--- src/rtl/irq_funnel_pkg.sv ---
package irq_funnel_pkg;

  // Byte offset of word idx in a bank of consecutive words starting at base.
  function automatic int unsigned word_offset(input int unsigned base,
                                              input int unsigned idx,
                                              input int unsigned stride);
    return base + idx * stride;
  endfunction

  // Doorbell values are legal inside [lo, hi).
  function automatic logic doorbell_legal(input logic [31:0] value,
                                          input int unsigned lo,
                                          input int unsigned hi);
    return (value >= 32'(lo)) && (value < 32'(hi));
  endfunction

  // Rising edge from a synchronized level and its delayed copy.
  function automatic logic rise_of(input logic now_lvl, input logic prev_lvl);
    return now_lvl & ~prev_lvl;
  endfunction

endpackage

--- src/rtl/irq_edge_sync.sv ---
module irq_edge_sync #(
  parameter int unsigned NUM_IN = 21,
  parameter int unsigned STAGES = 2
) (
  input  logic              clk,
  input  logic              rst_n,
  input  logic [NUM_IN-1:0] async_in,
  output logic [NUM_IN-1:0] rise
);
  import irq_funnel_pkg::*;

  for (genvar i = 0; i < NUM_IN; i++) begin : g_lane
    logic [STAGES-1:0] chain_q;
    logic              prev_q;

    always_ff @(posedge clk or negedge rst_n) begin
      if (!rst_n) begin
        chain_q <= '0;
        prev_q  <= 1'b0;
      end else begin
        chain_q <= {chain_q[STAGES-2:0], async_in[i]};
        prev_q  <= chain_q[STAGES-1];
      end
    end

    assign rise[i] = rise_of(chain_q[STAGES-1], prev_q);
  end

endmodule

--- src/rtl/irq_regif.sv ---
module irq_regif #(
  parameter int unsigned NUM_SRC    = 64,
  parameter int unsigned NUM_WIRED  = 21,
  parameter int unsigned DATA_W     = 32,
  parameter int unsigned ADDR_W     = 8,
  parameter int unsigned CAUSE_BASE = 'h00,
  parameter int unsigned MASK_BASE  = 'h20,
  parameter int unsigned DB_OFF     = 'h30
) (
  input  logic               clk,
  input  logic               rst_n,
  input  logic               req_valid,
  input  logic               req_write,
  input  logic [ADDR_W-1:0]  req_addr,
  input  logic [DATA_W-1:0]  req_wdata,
  input  logic [NUM_SRC-1:0] cause_q,
  output logic [NUM_SRC-1:0] mask_q,
  output logic [NUM_SRC-1:0] clr_vec,
  output logic [NUM_SRC-1:0] db_set_vec,
  output logic               db_attempt,
  output logic               rd_accept,
  output logic               rd_unmapped,
  output logic               rsp_valid,
  output logic [DATA_W-1:0]  rsp_rdata
);
  import irq_funnel_pkg::*;

  localparam int unsigned WORDS  = NUM_SRC / DATA_W;
  localparam int unsigned STRIDE = DATA_W / 8;
  localparam int unsigned IDX_W  = $clog2(NUM_SRC);

  logic              wr_accept;
  logic              db_ok;
  logic [WORDS-1:0]  hit_cause;
  logic [WORDS-1:0]  hit_mask;
  logic [DATA_W-1:0] rd_word;

  assign wr_accept = req_valid & req_write;
  assign rd_accept = req_valid & ~req_write;

  for (genvar w = 0; w < WORDS; w++) begin : g_dec
    assign hit_cause[w] = (req_addr == ADDR_W'(word_offset(CAUSE_BASE, w, STRIDE)));
    assign hit_mask[w]  = (req_addr == ADDR_W'(word_offset(MASK_BASE, w, STRIDE)));
    assign clr_vec[w*DATA_W +: DATA_W] = (wr_accept && hit_cause[w]) ? req_wdata : '0;
  end

  assign db_attempt = wr_accept && (req_addr == ADDR_W'(DB_OFF));
  assign db_ok      = db_attempt && doorbell_legal(req_wdata, NUM_WIRED, NUM_SRC);
  assign db_set_vec = db_ok ? (NUM_SRC'(1) << req_wdata[IDX_W-1:0]) : '0;

  always_ff @(posedge clk or negedge rst_n) begin
    if (!rst_n) begin
      mask_q <= '1;
    end else begin
      for (int w = 0; w < WORDS; w++) begin
        if (wr_accept && hit_mask[w]) mask_q[w*DATA_W +: DATA_W] <= req_wdata;
      end
    end
  end

  always_comb begin
    rd_word = '0;
    for (int w = 0; w < WORDS; w++) begin
      if (hit_cause[w]) rd_word = cause_q[w*DATA_W +: DATA_W];
      if (hit_mask[w])  rd_word = mask_q[w*DATA_W +: DATA_W];
    end
  end

  assign rd_unmapped = rd_accept && !((|hit_cause) || (|hit_mask));

  always_ff @(posedge clk or negedge rst_n) begin
    if (!rst_n) begin
      rsp_valid <= 1'b0;
      rsp_rdata <= '0;
    end else begin
      rsp_valid <= rd_accept;
      if (rd_accept) rsp_rdata <= rd_word;
    end
  end

endmodule

--- src/rtl/irq_cause_bank.sv ---
module irq_cause_bank #(
  parameter int unsigned NUM_SRC   = 64,
  parameter int unsigned NUM_WIRED = 21
) (
  input  logic                 clk,
  input  logic                 rst_n,
  input  logic [NUM_WIRED-1:0] wired_rise,
  input  logic [NUM_SRC-1:0]   db_set_vec,
  input  logic [NUM_SRC-1:0]   clr_vec,
  input  logic [NUM_SRC-1:0]   mask_q,
  output logic [NUM_SRC-1:0]   set_vec,
  output logic [NUM_SRC-1:0]   cause_q,
  output logic                 irq_out
);

  assign set_vec = db_set_vec | NUM_SRC'(wired_rise);

  always_ff @(posedge clk or negedge rst_n) begin
    if (!rst_n) begin
      cause_q <= '0;
      irq_out <= 1'b0;
    end else begin
      cause_q <= (cause_q & ~clr_vec) | set_vec;
      irq_out <= |(cause_q & ~mask_q);
    end
  end

endmodule

--- src/rtl/irq_funnel.sv ---
module irq_funnel #(
  parameter int unsigned NUM_SRC     = 64,
  parameter int unsigned NUM_WIRED   = 21,
  parameter int unsigned DATA_W      = 32,
  parameter int unsigned ADDR_W      = 8,
  parameter int unsigned SYNC_STAGES = 2
) (
  input  logic                 clk,
  input  logic                 rst_n,
  input  logic [NUM_WIRED-1:0] wired_irq,
  input  logic                 req_valid,
  output logic                 req_ready,
  input  logic                 req_write,
  input  logic [ADDR_W-1:0]    req_addr,
  input  logic [DATA_W-1:0]    req_wdata,
  output logic                 rsp_valid,
  output logic [DATA_W-1:0]    rsp_rdata,
  output logic                 irq_out
);

  logic [NUM_WIRED-1:0] wired_rise;
  logic [NUM_SRC-1:0]   cause_q;
  logic [NUM_SRC-1:0]   mask_q;
  logic [NUM_SRC-1:0]   clr_vec;
  logic [NUM_SRC-1:0]   db_set_vec;
  logic [NUM_SRC-1:0]   set_vec;
  logic                 db_attempt;
  logic                 rd_accept;
  logic                 rd_unmapped;

  assign req_ready = 1'b1;

  irq_edge_sync #(.NUM_IN(NUM_WIRED), .STAGES(SYNC_STAGES)) u_sync (
    .clk      (clk),
    .rst_n    (rst_n),
    .async_in (wired_irq),
    .rise     (wired_rise)
  );

  irq_regif #(
    .NUM_SRC   (NUM_SRC),
    .NUM_WIRED (NUM_WIRED),
    .DATA_W    (DATA_W),
    .ADDR_W    (ADDR_W)
  ) u_regif (
    .clk         (clk),
    .rst_n       (rst_n),
    .req_valid   (req_valid),
    .req_write   (req_write),
    .req_addr    (req_addr),
    .req_wdata   (req_wdata),
    .cause_q     (cause_q),
    .mask_q      (mask_q),
    .clr_vec     (clr_vec),
    .db_set_vec  (db_set_vec),
    .db_attempt  (db_attempt),
    .rd_accept   (rd_accept),
    .rd_unmapped (rd_unmapped),
    .rsp_valid   (rsp_valid),
    .rsp_rdata   (rsp_rdata)
  );

  irq_cause_bank #(.NUM_SRC(NUM_SRC), .NUM_WIRED(NUM_WIRED)) u_bank (
    .clk        (clk),
    .rst_n      (rst_n),
    .wired_rise (wired_rise),
    .db_set_vec (db_set_vec),
    .clr_vec    (clr_vec),
    .mask_q     (mask_q),
    .set_vec    (set_vec),
    .cause_q    (cause_q),
    .irq_out    (irq_out)
  );

endmodule

--- config.mk ---
export PLATFORM = sky130hd
export DESIGN_NAME = irq_funnel
export DESIGN_NICKNAME = d
export VERILOG_FILES = /design/src/rtl/irq_funnel_pkg.sv /design/src/rtl/irq_edge_sync.sv /design/src/rtl/irq_regif.sv /design/src/rtl/irq_cause_bank.sv /design/src/rtl/irq_funnel.sv
export SDC_FILE = /design/constraint.sdc
export NUM_CORES = 1
export LEC_CHECK = 0
export ABC_AREA = 1
export BUFFER_PORTS_ARGS = -buffer_cell sky130_fd_sc_hd__buf_2
export CORE_UTILIZATION = 59
export DETAILED_ROUTE_END_ITERATION = 12
export PLACE_DENSITY = 0.8
export SKIP_CTS_REPAIR_TIMING = 1
export SYNTH_ARGS = -nofsm -noshare
export SYNTH_HDL_FRONTEND = slang
export SYNTH_SLANG_ARGS = --single-unit
--- constraint.sdc ---
create_clock -name clk -period 1.58 [get_ports clk]
set_input_delay 0.316 -clock clk [delete_from_list [all_inputs] [get_ports clk]]
set_output_delay 0.316 -clock clk [all_outputs]
set_load 0.02 [all_outputs]
==> key figures <==
Status
  • Status: completed

Clock network
  • Total number of H-tree levels: 1
  • Clock tree from TritonCTS: done
  • Clock latency of the later-clocked register in the worst-skew pair: roughly 0.52 ns
  • Clock transition at the registers of the reported paths: 0.06 ns
  • Num CTS Buffers: 23
  • Clock tree buffer depth: 3
  • Clock root buffer master: clkbuf_16
  • Sinks on the clock net: 225

Synthesis
  • Synthesized netlist cell count: 1,233
  • Async set-reset flop share out of synthesis: 100%
  • Most used DFF post-synth: dfrtp_1
  • Yosys synthesis warning count: 0
  • Mapped cell area: a little over 0.01 sq mm
  • Fraction of the yosys area taken by sequential cells: between 50 and 60%
  • Mean post-synth cell area: 8.33 sq um
  • Count of flip-flops with a built-in enable after synthesis: 0
  • Commonest cells in the synthesized netlist: nand2_1 (268), dfrtp_1 (161), nor2_1 (142)
  • Post-synth cell types: 23
  • Syn Nets: 1,298
  • Ranking of synthesized cells by area: dfrtp_1 (39%), dfstp_2 (16%), nand2_1 (9.8%)
  • Share of the synthesized area in the top cell type: between 30% and 40%
  • FF+latch count, synth: 225
  • Largest area contributor in the netlist: dfrtp_1
  • Leading cell type by number of instances after synthesis: nand2_1

Setup path
  • Sort of element at the start of the critical path: flop
  • Arrival time at the worst endpoint: 1.94 ns
  • Critical path type: reg2reg
  • Worst r2r src: u_regif.mask_q[15]
  • Reg2reg end: u_bank.irq_out
  • Path depth of the worst reg2reg path: 7
  • Top fanout value on the critical path: 3
  • Endpoint type of the worst setup path: flop
  • Worst Path Required: 1.98 ns
  • FF-to-FF setup slack: 0.03 ns

STA
  • Final critical-path required period: 1.55 ns
  • Slew Viols, Final: 0
  • Crit share post-route: 97.9%
  • Post-route setup slack: 0.0331 ns
  • Worst clock skew on the final layout: 0.00882 ns
  • Setup repair after global routing missed its margin: no
  • Endpoints failing hold: 0
  • Maximum operating frequency: 646 MHz
  • Setup-violating endpoint count in the final report: 0

Worst hold path
  • HP Class: in2reg
  • Hold endpoint: u_regif.mask_q[63]
  • Hold_sp: req_wdata[31]
  • Hold path depth: 3

Power and ir drop
  • Leakage power: approximately 0.006 uW
  • Total power: 13,000 uW
  • Worst vdd ir: about 0.94 mV
  • Pwr per Cell Area: 1040 mW/mm^2

Global routing
  • Grt total ovfl: 0
  • GRT Total Usage: 31.4%
  • Global routing met3 resource utilization: 4.27%
  • Met1 usage: ~42%
  • GRT busiest layer: met2
  • Global-route wire length before repair: 44,600 um
  • Met2 track utilization from global routing: 52.1%
  • Via count of the first global-routing pass: roughly 9,000
  • Pin count of the biggest net entering global routing: 56
  • Number of antenna violations at the first check in global routing: 0

Place
  • Number of port buffers: 98
  • Pre-CTS setup slack: -0.0522 ns
  • Global placer's final weighted congestion: ~0.94
  • DP HPWL: 18,100 um

Routing
  • DRC: 0
  • Initial detailed-routing violation count: 897
  • Via count: between 9,000 and 10,000
  • Drt wl/cell: 16.6 um
  • Number of vias per cell after detailed routing: 5.68
  • Router iterations before antenna repair: 6
  • Total wire length: 26,700 um
  • Remaining number of nets flagged by the antenna check after routing: 0

Floorplanning
  • Placeable core region: 0.0168 sq mm
  • Std cell rows: 47
  • X dimension of the die: 134 um
  • Die Y-Extent: 134 um
  • Initial Utilization: 61.3%
  • Die ar.: about 0.018 sq mm
  • Top-level I/O count: 100

Layout
  • Total Nets Final: 1,440
  • Count of filler cells inserted in the layout: 1,205
  • Area growth from synthesis to layout: 21.3%
  • Layout cell share with drive strength beyond 1: 20.7%
  • Number of diodes added for antenna fixing: 0

Flow run
  • Max Cap Viol: 0
cell usage in the layout (no fill, tap or decap), drive strengths merged:
cell type / n
nor3: 12
nand4: 71
nor2: 147
clkinvlp: 2
clkinv: 6
dfstp: 64
conb: 1
o21ai: 182
bufinv: 4
dlygate4sd3: 22
dfrtp: 161
clkbuf: 30
inv: 140
buf: 165
nand3: 113
nand2: 272
worst max-delay path: stages (launching register included):
cell and delay [ns]:
dfstp_2 0.55, inv_1 0.05, nand2_1 0.09, nand4_1 0.16, nor2_1 0.22, nand2_1 0.16, nor2_1 0.12, nand2_1 0.08
kinds of logic (layout without fill, tap and decap cells):
| family | after synthesis | count (layout) | synth area share (%) |
|---|---|---|---|
| AND/OR/NAND/NOR | 615 | 615 | 26.6 |
| buffers and inverters | 210 | 369 | 8.91 |
| flip-flops | 225 | 225 | 55.6 |
| other | 1 | 1 | 0.0365 |
| AO/OA/AOI/OAI | 182 | 182 | 8.87 |
power by group:
group          switching [uW]  internal [uW]  total (uW)
clock network            2270           3570        5840
registers                99.0           6010        6110
logic                     681            371        1050
metrics by stage:
| stage | TNS [ns] | cell area (sq um) | hold WS [ns] | instances | util, % |
|---|---|---|---|---|---|
| detailed placement | -0.288 | 11400 | 0.191 | 1548 | 68.1 |
| CTS | 0 | 12200 | -0.348 | 1590 | 73.0 |
| global placement | -0.262 | 11400 | 0.190 | 1548 | 68.1 |
| floorplan | 0 | 10300 | 0.0204 | 1233 | - |
| finish | 0 | 12500 | 0.0496 | 1612 | 74.3 |
| global route | 0 | 12500 | 0.0688 | 1612 | 74.3 |
final cells by class:
class / count / area, sq um / share of cell area [%]
clock inverters: 12 / 173 / 1.39
repair buffers: 187 / 1470 / 11.8
multi-input cells: 798 / 3650 / 29.3
inverters: 140 / 526 / 4.22
flip-flops and latches: 225 / 5710 / 45.8
clock buffers: 30 / 652 / 5.23
well taps: 220 / 275 / 2.21
state kept, by name, indices dropped and copies added, names as in the netlist:
| name | cells |
|---|---|
| u_sync.g_lane.chain_q | 42 |
| u_regif.mask_q | 64 |
| u_bank.cause_q | 64 |
| u_regif.rsp_rdata | 32 |
| u_regif.rsp_valid | 1 |
| u_bank.irq_out | 1 |
| u_sync.g_lane.prev_q | 21 |
how the worst max path moves through the flow:
stage | slack [ns] | startpoint | cells past startpoint | to
floorplan | 0.35 | req_addr[3] | 7 | u_bank.cause_q[38]
global placement | -0.05 | req_wdata[24] | 9 | u_bank.cause_q[49]
detailed placement | -0.05 | req_wdata[24] | 9 | u_bank.cause_q[49]
CTS | 0.07 | u_regif.mask_q[15] | 7 | u_bank.irq_out
global route | 0.006 | u_regif.mask_q[15] | 7 | u_bank.irq_out
finish | 0.03 | u_regif.mask_q[15] | 7 | u_bank.irq_out
metal layers:
metal	part of all wire, %	vias to the layer above
met2	48	443
li1	-	4281
met4	3.1	0
met5	0	-
met3	7.4	82
met1	41	4348
Note: power is estimated with default switching activity, not from simulation.
